===== src/rtl/tk_pkg.sv =====
package tk_pkg;
  localparam int REG_W  = 8;
  localparam int N_REGS = 8;
  localparam int IMG_W  = REG_W * N_REGS;

  typedef logic [REG_W-1:0] reg_t;

  // bits that exist in each register; others read zero
  localparam logic [IMG_W-1:0] LIVE_MASK = 64'hFF1F_3F37_BF7F_7FFF;
  localparam logic [IMG_W-1:0] RST_IMAGE = 64'h0001_0131_0000_0000;

  function automatic reg_t bcd_inc(input reg_t v);
    reg_t r;
    logic [3:0] hi;
    hi = v[7:4] + 4'd1;
    if (v[3:0] >= 4'd9) r = {hi, 4'd0};
    else                r = v + 8'd1;
    return r;
  endfunction

  function automatic logic leap_year(input reg_t yr);
    logic [3:0] lo;
    lo = yr[3:0];
    if (yr[4]) return (lo == 4'd2) || (lo == 4'd6);
    else       return (lo == 4'd0) || (lo == 4'd4) || (lo == 4'd8);
  endfunction

  function automatic reg_t last_date(input reg_t mon, input reg_t yr);
    reg_t r;
    case (mon)
      8'h02:                      r = leap_year(yr) ? 8'h29 : 8'h28;
      8'h04, 8'h06, 8'h09, 8'h11: r = 8'h30;
      default:                    r = 8'h31;
    endcase
    return r;
  endfunction
endpackage


===== src/rtl/tk_bcd_ring.sv =====
module tk_bcd_ring
  import tk_pkg::*;
#(
  parameter reg_t LIMIT   = 8'h59,
  parameter reg_t FIRST   = 8'h00,
  parameter reg_t RST_VAL = 8'h00
) (
  input  logic clk,
  input  logic rst_n,
  input  logic load_i,
  input  reg_t load_val_i,
  input  logic step_i,
  output reg_t val_o,
  output logic wrap_o
);
  reg_t val_q, val_d;
  logic at_lim, en;

  assign at_lim = (val_q >= LIMIT);
  assign wrap_o = step_i & at_lim;
  assign en     = load_i | step_i;

  always_comb begin
    val_d = val_q;
    if (load_i)      val_d = load_val_i;
    else if (step_i) val_d = at_lim ? FIRST : bcd_inc(val_q);
  end

  always_ff @(posedge clk or negedge rst_n) begin
    if (!rst_n)  val_q <= RST_VAL;
    else if (en) val_q <= val_d;
  end

  assign val_o = val_q;

  AST_RING_WRAP: assert property (@(posedge clk) disable iff (!rst_n)
    (step_i && !load_i && val_q == LIMIT) |=> (val_q == FIRST));

  AST_RING_HOLD: assert property (@(posedge clk) disable iff (!rst_n)
    (!step_i && !load_i) |=> $stable(val_q));
endmodule


===== src/rtl/tk_hours.sv =====
module tk_hours
  import tk_pkg::*;
(
  input  logic clk,
  input  logic rst_n,
  input  logic load_i,
  input  reg_t load_val_i,
  input  logic step_i,
  output reg_t hr_o,
  output logic day_step_o
);
  reg_t hr_q, hr_d, inc12, inc24;
  logic mode12, pm, day_wrap, en;

  assign mode12 = hr_q[7];
  assign pm     = hr_q[5];
  assign inc12  = bcd_inc({3'b000, hr_q[4:0]});
  assign inc24  = bcd_inc({2'b00, hr_q[5:0]});
  assign en     = load_i | step_i;

  always_comb begin
    day_wrap = 1'b0;
    if (mode12) begin
      if (hr_q[4:0] == 5'h11) begin
        hr_d     = {2'b10, ~pm, 5'h12};
        day_wrap = pm;
      end else if (hr_q[4:0] >= 5'h12) begin
        hr_d = {2'b10, pm, 5'h01};
      end else begin
        hr_d = {2'b10, pm, inc12[4:0]};
      end
    end else begin
      if (hr_q[5:0] >= 6'h23) begin
        hr_d     = 8'h00;
        day_wrap = 1'b1;
      end else begin
        hr_d = {2'b00, inc24[5:0]};
      end
    end
    if (load_i) hr_d = load_val_i;
  end

  assign day_step_o = step_i & day_wrap;

  always_ff @(posedge clk or negedge rst_n) begin
    if (!rst_n)  hr_q <= 8'h00;
    else if (en) hr_q <= hr_d;
  end

  assign hr_o = hr_q;

  AST_PM_FLIP: assert property (@(posedge clk) disable iff (!rst_n)
    (step_i && !load_i && hr_q[7] && hr_q[4:0] == 5'h11) |=> (hr_q[5] != $past(hr_q[5])));

  AST_DAY24_WRAP: assert property (@(posedge clk) disable iff (!rst_n)
    (step_i && !load_i && !hr_q[7] && hr_q[5:0] == 6'h23) |=> (hr_q == 8'h00));
endmodule


===== src/rtl/tk_weekday.sv =====
module tk_weekday
  import tk_pkg::*;
(
  input  logic clk,
  input  logic rst_n,
  input  logic load_i,
  input  reg_t load_val_i,
  input  logic step_i,
  output reg_t day_o
);
  reg_t day_q, day_d;
  logic [2:0] dow_nx;
  logic en;

  assign dow_nx = (day_q[2:0] >= 3'd7 || day_q[2:0] == 3'd0) ? 3'd1 : day_q[2:0] + 3'd1;
  assign en     = load_i | step_i;

  always_comb begin
    if (load_i) day_d = load_val_i;
    else        day_d = {2'b00, day_q[5:4], 1'b0, dow_nx};
  end

  always_ff @(posedge clk or negedge rst_n) begin
    if (!rst_n)  day_q <= 8'h31;
    else if (en) day_q <= day_d;
  end

  assign day_o = day_q;

  AST_DOW_WRAP: assert property (@(posedge clk) disable iff (!rst_n)
    (step_i && !load_i && day_q[2:0] == 3'd7) |=> (day_q[2:0] == 3'd1));
endmodule


===== src/rtl/tk_date.sv =====
module tk_date
  import tk_pkg::*;
(
  input  logic clk,
  input  logic rst_n,
  input  logic load_i,
  input  reg_t load_val_i,
  input  logic step_i,
  input  reg_t month_i,
  input  reg_t year_i,
  output reg_t date_o,
  output logic wrap_o
);
  reg_t date_q, date_d, lim;
  logic at_end, en;

  assign lim    = last_date(month_i, year_i);
  assign at_end = (date_q >= lim);
  assign wrap_o = step_i & at_end;
  assign en     = load_i | step_i;

  always_comb begin
    date_d = date_q;
    if (load_i)      date_d = load_val_i;
    else if (step_i) date_d = at_end ? 8'h01 : bcd_inc(date_q);
  end

  always_ff @(posedge clk or negedge rst_n) begin
    if (!rst_n)  date_q <= 8'h01;
    else if (en) date_q <= date_d;
  end

  assign date_o = date_q;

  AST_FEB_LEAP: assert property (@(posedge clk) disable iff (!rst_n)
    (step_i && !load_i && month_i == 8'h02 && date_q == 8'h28 && year_i == 8'h24) |=> (date_q == 8'h29));

  AST_MONTH30_END: assert property (@(posedge clk) disable iff (!rst_n)
    (step_i && !load_i && month_i == 8'h04 && date_q == 8'h30) |=> (date_q == 8'h01));
endmodule


===== src/rtl/bcd_timekeeper.sv =====
module bcd_timekeeper
  import tk_pkg::*;
(
  input  logic             clk,
  input  logic             rst_n,
  input  logic             tick_i,
  input  logic             load_i,
  input  logic [IMG_W-1:0] load_data_i,
  input  logic             ext_rst_n_i,
  output logic [IMG_W-1:0] regs_o,
  output logic             osc_off_o,
  output logic             rst_ignore_o,
  output logic             xfer_abort_o
);
  localparam int N_TIME = 3;

  logic [1:0] rsync_q;
  logic       rst_n_int;

  always_ff @(posedge clk or negedge rst_n) begin
    if (!rst_n) rsync_q <= 2'b00;
    else        rsync_q <= {rsync_q[0], 1'b1};
  end
  assign rst_n_int = rsync_q[1];

  logic [IMG_W-1:0] ld_img;
  assign ld_img = load_data_i & LIVE_MASK;

  reg_t day_r, hr_r, date_r, mon_r, yr_r;
  reg_t tval [N_TIME];
  logic [N_TIME:0] step;
  logic [N_TIME-1:0] twrap;
  logic day_step, date_wrap, mon_wrap, yr_wrap_unused;

  assign step[0] = tick_i & ~day_r[5];

  for (genvar g = 0; g < N_TIME; g++) begin : g_time
    localparam reg_t LIM = (g == 0) ? 8'h99 : 8'h59;
    tk_bcd_ring #(.LIMIT(LIM), .FIRST(8'h00), .RST_VAL(8'h00)) u_ring (
      .clk       (clk),
      .rst_n     (rst_n_int),
      .load_i    (load_i),
      .load_val_i(ld_img[g*REG_W +: REG_W]),
      .step_i    (step[g]),
      .val_o     (tval[g]),
      .wrap_o    (twrap[g])
    );
    assign step[g+1] = twrap[g];
  end

  tk_hours u_hours (
    .clk       (clk),
    .rst_n     (rst_n_int),
    .load_i    (load_i),
    .load_val_i(ld_img[3*REG_W +: REG_W]),
    .step_i    (step[N_TIME]),
    .hr_o      (hr_r),
    .day_step_o(day_step)
  );

  tk_weekday u_wday (
    .clk       (clk),
    .rst_n     (rst_n_int),
    .load_i    (load_i),
    .load_val_i(ld_img[4*REG_W +: REG_W]),
    .step_i    (day_step),
    .day_o     (day_r)
  );

  tk_date u_date (
    .clk       (clk),
    .rst_n     (rst_n_int),
    .load_i    (load_i),
    .load_val_i(ld_img[5*REG_W +: REG_W]),
    .step_i    (day_step),
    .month_i   (mon_r),
    .year_i    (yr_r),
    .date_o    (date_r),
    .wrap_o    (date_wrap)
  );

  tk_bcd_ring #(.LIMIT(8'h12), .FIRST(8'h01), .RST_VAL(8'h01)) u_month (
    .clk       (clk),
    .rst_n     (rst_n_int),
    .load_i    (load_i),
    .load_val_i(ld_img[6*REG_W +: REG_W]),
    .step_i    (date_wrap),
    .val_o     (mon_r),
    .wrap_o    (mon_wrap)
  );

  tk_bcd_ring #(.LIMIT(8'h99), .FIRST(8'h00), .RST_VAL(8'h00)) u_year (
    .clk       (clk),
    .rst_n     (rst_n_int),
    .load_i    (load_i),
    .load_val_i(ld_img[7*REG_W +: REG_W]),
    .step_i    (mon_wrap),
    .val_o     (yr_r),
    .wrap_o    (yr_wrap_unused)
  );

  assign regs_o       = {yr_r, mon_r, date_r, day_r, hr_r, tval[2], tval[1], tval[0]};
  assign osc_off_o    = day_r[5];
  assign rst_ignore_o = day_r[4];
  assign xfer_abort_o = ~day_r[4] & ~ext_rst_n_i;

  AST_STOPPED_HOLD: assert property (@(posedge clk) disable iff (!rst_n_int)
    (osc_off_o && !load_i) |=> $stable(regs_o));

  AST_LOAD_WINS: assert property (@(posedge clk) disable iff (!rst_n_int)
    load_i |=> (regs_o == ($past(load_data_i) & LIVE_MASK)));

  AST_ZERO_BITS: assert property (@(posedge clk) disable iff (!rst_n_int)
    ((regs_o & ~LIVE_MASK) == '0));

  AST_ABORT_GATED: assert property (@(posedge clk) disable iff (!rst_n_int)
    rst_ignore_o |-> !xfer_abort_o);

  AST_TICK_MOVES: assert property (@(posedge clk) disable iff (!rst_n_int)
    (tick_i && !load_i && !osc_off_o) |=> (regs_o != $past(regs_o)));

  AST_RESET_IMAGE: assert property (@(posedge clk)
    (!rst_n_int && !rsync_q[0]) |=> (regs_o == RST_IMAGE));
endmodule


===== config.mk =====
export PLATFORM = sky130hd
export DESIGN_NAME = bcd_timekeeper
export DESIGN_NICKNAME = d
export VERILOG_FILES = /design/src/rtl/tk_pkg.sv /design/src/rtl/tk_bcd_ring.sv /design/src/rtl/tk_hours.sv /design/src/rtl/tk_weekday.sv /design/src/rtl/tk_date.sv /design/src/rtl/bcd_timekeeper.sv
export SDC_FILE = /design/constraint.sdc
export NUM_CORES = 1
export LEC_CHECK = 0
export ABC_AREA = 1
export ABC_CLOCK_PERIOD_IN_PS = 4600
export CAP_MARGIN = 20
export CORE_MARGIN = 3
export CORE_UTILIZATION = 24
export DETAILED_ROUTE_END_ITERATION = 12
export GPL_ROUTABILITY_DRIVEN = 0
export PLACE_DENSITY = 0.47
export REMOVE_ABC_BUFFERS = 1
export SKIP_LAST_GASP = 1
export SLEW_MARGIN = 20
export SYNTH_ARGS = -nofsm -noshare
export SYNTH_HDL_FRONTEND = slang
export SYNTH_SLANG_ARGS = --single-unit
export TNS_END_PERCENT = 100

===== constraint.sdc =====
create_clock -name clk -period 4.6 [get_ports clk]
set_clock_uncertainty 0.2 [all_clocks]
set_input_delay 0.69 -clock clk [delete_from_list [all_inputs] [get_ports clk]]
set_output_delay 0.69 -clock clk [all_outputs]
set_load 0.02 [all_outputs]

# Yosys cells after proc, flatten, opt, wreduce, memory -nomap -nowiden
# Index checks and enable logic that the tools add are counted.
[totals]
ff_bits = 66
word_cells = 135
output_inout_bits = 67
[classes]
n_lt_le_gt_ge = 16
n_addsub = 17
mux = 40
n_eq_ne = 11
n_reduce_logical = 21
bitwise_logic = 19
[op_table]
columns = ["op", "count"]
rows = [
  ["2-to-1 mux 8 bit", 27],
  ["adder 8 x 1 -> 8 bit (second input constant)", 6],
  [">= comparator 4 bit (second input constant)", 7],
  ["adder 4 x 1 -> 4 bit (second input constant)", 6],
  ["== test 8 x 3 -> 1 bit (second input constant)", 2],
  [">= comparator 8 x 7 -> 1 bit (second input constant)", 2],
  [">= comparator 8 bit (second input constant)", 2],
  ["one-hot mux 8 bit (2 select lines)", 1],
  ["AND reduction 2 bit", 8],
  ["2-to-1 mux 6 bit", 2],
  ["nonzero test 2 bit", 6],
  ["2-to-1 mux 5 bit", 2],
  ["AND 1 bit", 8],
  ["== test 4 x 3 -> 1 bit (second input constant)", 2],
  ["== test 8 x 2 -> 1 bit (second input constant)", 1],
  ["== test 8 x 4 -> 1 bit (second input constant)", 1],
  ["== test 8 x 5 -> 1 bit (second input constant)", 1],
  [">= comparator 8 x 5 -> 1 bit (second input constant)", 1],
  [">= comparator 8 bit", 1],
  ["bitwise OR 1 bit", 7],
  ["adder 6 x 1 -> 6 bit (second input constant)", 1],
  [">= comparator 6 bit (second input constant)", 1],
  ["2-to-1 mux 1 bit", 6],
  ["2-to-1 mux 3 bit", 2],
  ["15 further kinds", 21],
]

# Longest topological paths before layout
[depth]
ltp_word = 12
depth_mapped = 18
mapped_depth_nobuf = 18

# Modules after synthesis
# From an unflattened synthesis, not the netlist that was laid out.
[hier_totals]
hier_cells = 671
hier_area_um2 = 5265.0
[modules_own_cells]
columns = ["mod", "seq_area_each_um2", "area_per_inst_um2", "n_inst", "cells_per_inst"]
rows = [
  ["tk_bcd_ring (g_time[0].u_ring ...)", 200.2, 664.4, 2, 84],
  ["tk_bcd_ring (g_time[1].u_ring ...)", 200.2, 614.3, 2, 74],
  ["tk_date", 201.4, 808.3, 1, 103],
  ["tk_hours", 200.2, 739.5, 1, 112],
  ["tk_bcd_ring (u_month)", 201.4, 639.4, 1, 88],
  ["tk_weekday", 203.9, 434.2, 1, 43],
  ["bcd_timekeeper", 50.0, 86.3, 1, 9],
]

# Worst setup path before layout
# Ideal clock, no wire load.
[synth_path]
path_type = "register to register"
start = "reg u_month.val_q[0], in the netlist u_month.val_o[0]"
end = "reg u_year.val_q[2], in the netlist u_year.val_o[2]"
path_slack_ns = 1.837
setup_ns = 0.118
stages_incl_launch_ff = 18
required_ns = 4.282
arrival_ns = 2.445
period_less_slack_ns = 2.763
path_cell_list = "dfstp_2 -> inv_1 -> ha_1 -> o21ai_0 -> o21ai_0 -> a32oi_1 -> nand2_1 -> o21ai_0 -> ha_1 -> nand2_1 -> nor2_1 -> nand2_1 -> nand3_2 -> nand3_4 -> nand2_4 -> buf_8 -> nand3_1 -> nand2_1"
[synth_between]
elab_chain_cells = 8
elab_cells_between_ends = 14
[synth_lines]
columns = ["element", "line", "text"]
rows = [
  ["from (decl)", "tk_bcd_ring.sv:16", "reg_t val_q, val_d;"],
  ["from (signal assigned)", "tk_bcd_ring.sv:31", "else if (en) val_q <= val_d;"],
  ["== test 8 x 3 -> 1 bit, or another cell as far along", "tk_pkg.sv:30", "case (mon)"],
  ["OR reduction 4 bit", "tk_pkg.sv:30", ""],
  ["one-hot mux 8 bit (2 select lines)", "tk_pkg.sv:30", ""],
  [">= comparator 8 bit", "tk_date.sv:18", "assign at_end = (date_q >= lim);"],
  ["AND 1 bit", "tk_date.sv:19", "assign wrap_o = step_i & at_end;"],
  ["AND 1 bit (*)", "tk_bcd_ring.sv:20", "assign wrap_o = step_i & at_lim;"],
  ["nonzero test 2 bit (no source line) / bitwise OR 1 bit (equally long branches)", "-", ""],
  ["AND reduction 2 bit (no source line) (*)", "-", ""],
  ["to (signal assigned)", "tk_bcd_ring.sv:31", ""],
  ["to (decl)", "tk_bcd_ring.sv:16", ""],
]
# Every way passes the cells marked *; elsewhere a longest branch is shown, timed or not.
# A chain may end at the register's enable or synchronous reset.

# Final worst setup path
[layout_path]
start = "reg u_month.val_q[0], in the netlist u_month.val_o[0]"
end = "reg u_year.val_q[6], in the netlist u_year.val_o[6]"
# Same word-level chain as after synthesis.

==> impl_results.md <==
* Count of different cell masters after synthesis at 42
* Number of cells produced by synthesis at just under 700
* GR Layer Usage met2 at a little under a quarter
* Clock tree from TritonCTS: done
* Final wirelength at 14.9 mm
* Number of nets in the finished design at between 900 and 1000
* Main flop type after synthesis: sky130_fd_sc_hd__dfrtp_1
* Max-slew violations at 0
* Clock network fraction of design power at about a quarter
* Post-CTS Repair Setup Buffers at 0
* Proportion of power drawn by flip-flops and latches at between 30% and 40%
* Number of filler instances in the final layout at 2127
* Antenna viol nets, final at 0
* Global-route track usage on met3 at under 10%
* Diode insertion count for antenna repair at 0
* Cell Chain, Critical Path: inv_1 -> ha_1 -> o21ai_0 -> o21ai_0 -> a32oi_1 -> nand2_1 -> inv_1 -> ha_1 -> nand2_1 -> nor3_1 -> nand2_1 -> nand3_2 -> nand4_1 -> nand3_1 -> nand2_1
* Min Tclk post-route at approximately 3.2 ns
* Avg Synthesized Cell Area at roughly 7 sq um
* Number of buffers inserted during clock tree synthesis at 9
* Share of synthesized area spent on multiplexers at 0%
* Die area at 0.0221 sq mm
* Clk sink count at 62
* Max-cap viol count at 0
* Number of global-route vias before repair at about 4600
* Post-cts resize count at 0
* Final number of setup-violating endpoints at 0
* I/O pin count at roughly 140
* Fraction of power spent switching nets at about two fifths
* Overflow after GRT at 0
* Clock tree root driver cell: sky130_fd_sc_hd__clkbuf_16
* WP data arrival at between 3 and 4 ns
* Number of vias per cell at between 4 and 5
* Summed negative setup slack over all endpoints at 0 ns
* Routing layer with the top usage in global route: met2
* Class of the most critical hold timing path: flop to async pin
* Crit-path max FO at 8
* Combined area of all synthesized cells at 0.00488 sq mm
* Post-detailed-route DRC marker count at 0
* Power, Total at around 2500 uW
* Fmax at between 0.3 and 0.4 GHz
* Floorplan die height at about 150 um
* Maximum vdd ir drop at ~180 uV
* Actual slew at the worst max-slew pin at roughly 0.76 ns
* Share of the clock period used by the worst path after layout at between 60% and 70%
* Critical path's slowest cell: sky130_fd_sc_hd__dfstp_2
* Share of the synthesized area in the top cell type at 29.2%
* Effective utilization at floorplan at approximately 25%
* Critical Path Max Stage Delay at between 0.5 and 0.6 ns
* Source-to-sink clock delay at the later pin of the worst-skew pair at 0.34 ns
* Most common cell type on the critical path: sky130_fd_sc_hd__nand2_1
* Element type at the critical path end: flop
* CTS H-tree depth at 3
* Pin count of the biggest net entering global routing at 66
* Startpoint kind of the worst setup timing path: flop
* WP buf/inv at 2
* Post-synth top cells: sky130_fd_sc_hd__nand2_1, sky130_fd_sc_hd__inv_1, sky130_fd_sc_hd__nand3_1
* Register bit total from synthesis at just over 60
* Half-perimeter wire length after detailed placement at 10.9 mm
* Count of buffers from port buffering at 120
* Combinational cell fraction of total power at between 40% and 50%
* Total number of yosys warnings at 0
* CTS hold repair buffers at 0
* Dominant combinational cell family by area after synthesis: simple AND/OR/NAND/NOR gates
* Unrepaired setup endpoints after global routing: false
* Number of buffers between clock root and the deepest sink at 2
* Register area share after synthesis at between 30% and 40%
* Register clock-pin slew on the reported worst setup and hold paths at around 0.06 ns
* Number of enable-type register cells in the synthesized netlist at 0
* R2R depth at 15
* Antenna violations before repair at 1
* Required arrival time at the worst endpoint at between 4 and 5 ns
* Number of detailed-route iterations in the first pass at 4
* Global Route Usage Sum at between 10% and 20%
* Met1 Use GR at 17.7%
* Cell taking the most area after synthesis: sky130_fd_sc_hd__dfrtp_1
* Async set-reset flop share out of synthesis at 100%
* Leakage dissipation at roughly 0.0031 uW
* Number of DRC violations after detailed-routing iteration 0 at roughly 220
* Area delta synth->final at 34.7%
* Row cnt at 51
* Routed wire length per instance at around 14 um
* Cell internal power dissipation at roughly 1500 uW
* Result of the run: finished clean
* Share of the synthesized area in compound gates (AO/OA/AOI/OAI) at around 11%
* Simple-gate share of the synthesized area at 32.7%
* Worst setup path category: flop to flop
* Adder-Cell Fraction of Synth Area at a little under an eighth
* XOR/XNOR share of the synthesized area at approximately 3.1%
* Width of the chip at 149 um
* Number of stages on the worst setup path at 15
* Via count at approximately 4600
* Final hold violations at 0
* Kind of cell with the highest combined delay on the critical path: simple AND/OR/NAND/NOR gates
* Global-route wire length before repair at around 24 mm
* Power per standard cell area at roughly 380 mW/mm^2
* CORE AREA at ~0.020 sq mm
* Max-Slew Margin vs Limit at slightly below 50%
* Biggest area contributors in the synthesized netlist: sky130_fd_sc_hd__dfrtp_1, sky130_fd_sc_hd__nand2_1, sky130_fd_sc_hd__ha_1
* Net load switching power at between 1000 and 1500 uW
* Fraction of layout instances using a drive strength above 1 at under 10%
* Dominant cell by count in the synthesized netlist: sky130_fd_sc_hd__nand2_1
[worst reg2reg max path: stages (launching register included)]
cell	delay [ns]
sky130_fd_sc_hd__dfstp_2	0.57
sky130_fd_sc_hd__inv_1	0.10
sky130_fd_sc_hd__ha_1	0.22
sky130_fd_sc_hd__o21ai_0	0.15
sky130_fd_sc_hd__o21ai_0	0.11
sky130_fd_sc_hd__a32oi_1	0.20
sky130_fd_sc_hd__nand2_1	0.07
sky130_fd_sc_hd__inv_1	0.08
sky130_fd_sc_hd__ha_1	0.12
sky130_fd_sc_hd__nand2_1	0.04
sky130_fd_sc_hd__nor3_1	0.20
sky130_fd_sc_hd__nand2_1	0.10
sky130_fd_sc_hd__nand3_2	0.20
sky130_fd_sc_hd__nand4_1	0.41
sky130_fd_sc_hd__nand3_1	0.19
sky130_fd_sc_hd__nand2_1	0.08
[metal layers]
metal | wire length, um | vias to the layer above
met5 | 11 | -
met4 | 156 | 2
met3 | 596 | 12
met2 | 7170 | 81
met1 | 6950 | 2095
li1 | - | 2450
[worst paths after layout]
| check | start | slack (ns) | endpoint |
|---|---|---|---|
| max reg2reg | u_month.val_o[0] | 1.44 | u_year.val_o[6] |
| min | rsync_q[1] | 0.08 | g_time[2].u_ring.val_o[7] |
| min in group clk | rsync_q[0] | 0.15 | rsync_q[1] |
| max | u_month.val_o[0] | 1.44 | u_year.val_o[6] |
| min reg2reg | rsync_q[1] | 0.08 | g_time[2].u_ring.val_o[7] |
| max in group asynchronous | rsync_q[1] | 3.16 | u_date.date_o[0] |
[area by class of cell]
type | instances | area, sq um | share of cell area, %
Clock buffer | 11 | 233 | 3.54
Clock inverter | 5 | 27.5 | 0.419
Sequential cell | 62 | 1560 | 23.7
Multi-Input combinational cell | 519 | 2880 | 43.8
Inverter | 86 | 323 | 4.91
Timing Repair Buffer | 123 | 1220 | 18.5
Tap cell | 265 | 332 | 5.04
[logic make-up (layout without fill, tap and decap cells)]
kind of cell,Yosys count,in the layout
simple gates,352,352
xor+xnor,17,17
fa+ha+maj,46,46
flops,62,62
buf+inv,108,225
other cells,2,5
compound gates,99,99
[registers in the layout, summed over array words and instances (netlist names)]
signal and cells:
u_month.val_o 8, u_date.date_o 8, u_wday.day_o 5, u_hours.hr_o 7, u_year.val_o 8, g_time.u_ring.val_o 24, rsync_q 2
[power groups by stage]
stage | Sequential, uW | Combinational [uW] | Clock, uW
3_3_place_gp | 832 | 1040 | 0
2_1_floorplan | 907 | 531 | 0
4_1_cts | 821 | 1050 | 646
3_5_place_dp | 828 | 1050 | 0
6_report | 817 | 1040 | 618
5_1_grt | 846 | 1170 | 667
[metrics by stage]
step                std cells  utilization [%]  hold slack [ns]  worst slack [ns]  cell area [sq um]
floorplan                 667                -            0.131              1.87               4760
global placement         1055             32.0            0.136              1.44               6310
detailed placement       1055             32.0            0.125              1.43               6310
CTS                      1071             33.3            0.137              1.40               6570
global route             1071             33.3            0.155              1.11               6570
finish                   1071             33.3           0.0831              1.44               6570
[placed cells by master (no fill, tap or decap), types with 3 or more instances in the layout]
| cell | n |
|---|---|
| sky130_fd_sc_hd__o211ai_1 | 7 |
| sky130_fd_sc_hd__nand2_2 | 5 |
| sky130_fd_sc_hd__buf_4 | 3 |
| sky130_fd_sc_hd__clkdlybuf4s50_1 | 119 |
| sky130_fd_sc_hd__dfrtp_1 | 56 |
| sky130_fd_sc_hd__nand2_1 | 186 |
| sky130_fd_sc_hd__nand3_2 | 6 |
| sky130_fd_sc_hd__nand2_4 | 6 |
| sky130_fd_sc_hd__inv_2 | 7 |
| sky130_fd_sc_hd__clkinv_2 | 4 |
| sky130_fd_sc_hd__xor2_1 | 13 |
| sky130_fd_sc_hd__ha_1 | 46 |
| sky130_fd_sc_hd__nand4_1 | 9 |
| sky130_fd_sc_hd__nand3_1 | 71 |
| sky130_fd_sc_hd__inv_1 | 77 |
| sky130_fd_sc_hd__nor3_1 | 9 |
| sky130_fd_sc_hd__xnor2_1 | 4 |
| sky130_fd_sc_hd__clkbuf_16 | 9 |
| sky130_fd_sc_hd__dfstp_2 | 5 |
| sky130_fd_sc_hd__nor2_1 | 49 |
| sky130_fd_sc_hd__a21oi_1 | 32 |
| sky130_fd_sc_hd__conb_1 | 5 |
| sky130_fd_sc_hd__o21ai_0 | 50 |
No activity file was read; power rests on OpenSTA's default activity.
